File: config.mk
export PLATFORM = sky130hd
export DESIGN_NAME = telemetry_serializer
export DESIGN_NICKNAME = d
export VERILOG_FILES = /design/src/rtl/telemetry_serializer.sv
export SDC_FILE = /design/constraint.sdc
export NUM_CORES = 1
export LEC_CHECK = 0
export ABC_AREA = 1
export BUFFER_PORTS_ARGS = -buffer_cell sky130_fd_sc_hd__clkbuf_2
export CORE_MARGIN = 4
export CORE_UTILIZATION = 48
export DETAILED_ROUTE_END_ITERATION = 16
export HOLD_SLACK_MARGIN = 0.03
export PLACE_DENSITY = 0.75
export SLEW_MARGIN = 20
export SYNTH_ARGS = -nofsm -noshare
export SYNTH_HDL_FRONTEND = slang
export SYNTH_SLANG_ARGS = --single-unit
File: constraint.sdc
create_clock -name clk -period 1.05 [get_ports clk]
set_input_delay 0.21 -clock clk [delete_from_list [all_inputs] [get_ports clk]]
set_output_delay 0.21 -clock clk [all_outputs]
set_load 0.02 [all_outputs]
File: src/rtl/telemetry_serializer.sv
module telemetry_serializer #(
  parameter int WORD_W = 12,
  parameter int ID_W   = 4,
  parameter int N_DATA = 4,
  parameter logic [WORD_W-1:0] SYNC_WORD = 12'h228
) (
  input  logic                               clk,
  input  logic                               rst_n,
  input  logic                               load_phase,
  input  logic                               bit_en,
  input  logic [N_DATA*(WORD_W-ID_W)-1:0]    sensor_data,
  output logic                               sdo
);
  localparam int DATA_W  = WORD_W - ID_W;
  localparam int FRAME_W = WORD_W * (N_DATA + 1);

  logic [FRAME_W-1:0] frame_word;
  logic [FRAME_W-1:0] shreg;
  logic               shift_now;

  assign frame_word[FRAME_W-1 -: WORD_W] = SYNC_WORD;

  for (genvar k = 0; k < N_DATA; k++) begin : g_slot
    assign frame_word[FRAME_W-1-(k+1)*WORD_W -: WORD_W] =
      {ID_W'(k + 1), sensor_data[k*DATA_W +: DATA_W]};
  end

  assign shift_now = !load_phase && bit_en;

  always_ff @(posedge clk) begin
    if (!rst_n) begin
      shreg <= '0;
      sdo   <= 1'b0;
    end else if (load_phase) begin
      shreg <= frame_word;
    end else if (bit_en) begin
      sdo   <= shreg[FRAME_W-1];
      shreg <= {shreg[FRAME_W-2:0], shreg[FRAME_W-1]};
    end
  end

  assert_sync_on_load_R2: assert property (@(posedge clk) disable iff (!rst_n)
    load_phase |=> shreg[FRAME_W-1 -: WORD_W] == SYNC_WORD);

  assert_hold_in_load_R5: assert property (@(posedge clk) disable iff (!rst_n)
    load_phase |=> $stable(sdo));

  assert_shift_emits_top_R6: assert property (@(posedge clk) disable iff (!rst_n)
    shift_now |=> sdo == $past(shreg[FRAME_W-1]));

  assert_idle_hold_R7: assert property (@(posedge clk) disable iff (!rst_n)
    (!load_phase && !bit_en) |=> ($stable(sdo) && $stable(shreg)));

  assert_rotate_keeps_ones_R8: assert property (@(posedge clk) disable iff (!rst_n)
    shift_now |=> $countones(shreg) == $past($countones(shreg)));
endmodule

; ---- Word level (Yosys, flattened, before mapping)
; Index checks and enable logic that the tools add are counted.
; W data, S select, Z words.
[totals]
wordCells = 10
regBits = 61
output_inout_bits = 1
input_bits = 36
[classes]
n_mux = 2
bitwise_logic = 2
reduce_logical = 3
[ops]
columns = op, n
row1 = $mux W58, 2
row2 = $not A1 Y1, 2
row3 = $reduce_and A2 Y1, 1
row4 = $reduce_bool A2 Y1, 1
row5 = $reduce_or A2 Y1, 1

; ---- Longest topological paths before layout
[logic_depth]
word_depth = 2
ltp_mapped = 7
mapped_depth_nobuf = 5

; ---- Least setup slack after synthesis
; No wires, ideal clock.
[synth_timing]
path_kind = input -> register
startpoint = in load_phase
endpoint = reg shreg[12]
path_slack_ns = 0.206
t_required_ns = 0.941
cell_stages = 7
t_arrival_ns = 0.735
setup_time_ns = 0.109
path_cell_list = buf_6 > inv_4 > buf_4 > nand3_1 > nand3_1 > nand2_1 > inv_1
[synth_via]
elab_chain_len = 1
word_cells_on_any_way = 2
[synth_lines]
columns = item, line_no
row1 = "start, declared", 9  ; input logic load_phase,
row2 = $mux W58 / $reduce_bool A2 Y1 (equally long branches), --
row3 = "end signal, assigned", 35  ; shreg <= frame_word;
row4 = "end signal, assigned", 38  ; shreg <= {shreg[FRAME_W-2:0], shreg[FRAME_W-1]};
row5 = "end, declared", 18  ; logic [FRAME_W-1:0] shreg;
; Parallel ways exist; a longest one is shown, timed or not.
; A chain may end at the register's enable or synchronous reset.

; ---- Worst setup path after layout
[layout_timing]
startpoint = reg sdo
endpoint = out sdo
[layout_lines]
columns = item, line_no
row1 = "start, declared", 12  ; output logic sdo
row2 = "start signal, assigned", 37  ; sdo <= shreg[FRAME_W-1];
; No word-level cell between the ends.

==> impl_metrics.ini <==
[power]
power.share.clock_pct = 45.9
pwr-share-seq_pct = 44.6
p_leak_nw = 1.62
p_int_mw = 4.35
pwr-share-comb_pct = 9.5
switching_power_mw = 1.19
switching_share_pct = 21.5
total_power_mw = 5.54
power_density_nw_per_um2 = 1730
vdd_drop_max_v = 0.00113

[detailed_routing]
route.detailed.drc = 0
initialDrtViolationCount = 146
routed-via-count = 2350
wl_um = 5440
detail-route-antenna-nets = 0
vias_per_cell = 4.83
wl_per_cell_um = 11.2
first_pass_iters = 4

[finish]
antenna_cells = 0
syn_to_final_growth_pct = 23.9
drive_gt1_share_pct = 18.2
final_cells = 487
postLayoutCellArea_um2 = 3210
nets = 449

[synth]
yosysTopAreaCellShare_pct = 47.1
syn_avg_cell_area_um2 = 7.00
synth-seq-cells = 61
synth_area_um2 = 2590
yosysSeqAreaShare_pct = 47.1
ys_types = 17
synth-main-ff-cell = dfxtp_1
syn_inst = 370
yosysMostFrequentCell = nand2_1
yosys.area.top_type = dfxtp_1
synth_commonest_cells = nand2_1, nand3_1, dfxtp_1, inv_1, a21oi_1
yosys-top-cells-area = dfxtp_1, nand2_1, nand3_1
yosysWarnings = 0
syn_nets = 406
async_flop_share_pct = 0
synth-edff-count = 0

[grt]
grt.overflow.total = 0
grt_max_degree = 22
grt_pass1_vias = 2165
grt_pass1_wl_um = 9520
grtUsageTotal_pct = 18.7
grt_antenna_before_repair = 0

[clock_network]
cts-buffers-inserted = 9
cts_root_buf = clkbuf_8
cts.clk_slew.worst_paths_ns = 0.07
cts_tree = built
clockBufferDepth = 2
clkLatencyLatePin_ns = 0.33
htree_levels = 3
clock-sinks = 61

[floorplan]
die_h_um = 81.5
initial_utilization_pct = 50.1
die-area_um2 = 6630
fp.coreArea_um2 = 5170
die_w_um = 81.5
fp-row-count = 26
ioPinCount = 37

[setup_path]
cp_top_family = flip-flops
start_kind = register
cpPeakStageDelay_ns = 0.33
endpoint_kind = output port
crit_required_ns = 0.84
slowest_stage = dfxtp_2
cp_cell_sequence = clkbuf_8
crit_fanout = 2
crit_type = register to output port
critPathBufInv = 1
crit_arrival_ns = 0.80

[timing]
rsz0062_at_grt = no
fin_crit_ns = 1.01
slew_violations = 0
fin_worst_skew_ns = 0.00671
hold_ws_ns = 0.166
setup_viol = 0
tightest_slew_ns = 0.248
fin_ws_ns = 0.0422
maxSlewHeadroom_pct = 83.4
period_share_pct = 96.0
fmax_mhz = 992
hold_viol = 0

[place]
portBuffers = 36
place_area_um2 = 2950
hpwlAfterDp_um = 3740
dp_slack_ns = -0.0334
dp.cells = 471
gp_congestion = 0.805

[worst_hold_path]
hold_path_class = primary input to register

[run]
maxCapViolCount = 0

[run_status]
status = completed
-- cells by family after synthesis --
group                  share of synthesized area (%)
AOI/OAI and AO/OA                               5.70
buffers and inverters                           11.4
DFF                                             47.1
and+or+nand+nor                                 35.7
-- state kept, by name, indices dropped and copies added (netlist names) --
register	cells
shreg	60
sdo	1
-- path summary, 6_finish.rpt --
check              endpoint  slack, ns  cells after the start            start
hold reg to reg   shreg[49]       0.46                      2        shreg[48]
hold / removal    shreg[26]       0.17                      5  sensor_data[10]
setup / recovery        sdo       0.04                      1              sdo
setup reg to reg   shreg[0]       0.32                      4        shreg[59]
-- power groups by stage --
stage	combinational, mW	clock, mW	sequential [mW]
global placement	0.514	0	2.52
CTS	0.532	2.61	2.47
finish	0.527	2.54	2.47
global route	0.600	2.72	2.48
detailed placement	0.528	0	2.52
floorplan	0.339	0	2.51
-- placed cells by master, fill, tap and decap left out, types with 3 or more instances in the layout --
cell / netlist / layout
nand2_1: 138 / 138
a21oi_1: 20 / 20
clkbuf_2: 1 / 35
clkbuf_8: 0 / 12
bufinv_16: 0 / 3
buf_4: 3 / 13
dfxtp_1: 61 / 60
nand3_1: 64 / 64
nor2_1: 16 / 16
inv_1: 34 / 34
o21ai_0: 7 / 7
buf_12: 0 / 8
-- area by class of cell --
cell class | instances | area (um^2)
Multi-Input combinational cell | 249 | 1070
Clock buffer | 11 | 151
Timing Repair Buffer | 57 | 447
Clock inverter | 4 | 95.1
Tap cell | 70 | 87.6
Inverter | 35 | 134
Sequential cell | 61 | 1220
Fill cell | 457 | 1960
-- routing by layer --
metal,up-vias,GRT usage (%),share of wire (%)
li1,1243,-,-
met1,1045,23.5,46
met3,8,5.26,4.2
met4,0,7.94,1.3
met2,54,29.9,48
met5,-,0,0
-- repair_timing --
action | 4_1_cts | 5_1_grt
hold buffers | 0 | 0
pin swaps | 0 | 0
gates resized for setup | 3 | 0
setup endpoints to repair | 1 | 1
buffers inserted | 0 | 1
-- per-stage QoR --
stage	setup TNS (ns)	utilization, %
floorplan	0	-
CTS	0	61.9
global placement	-0.0257	56.9
detailed placement	-0.371	56.9
finish	0	62.0
global route	0	62.0
No activity file was read; power rests on OpenSTA's default activity.
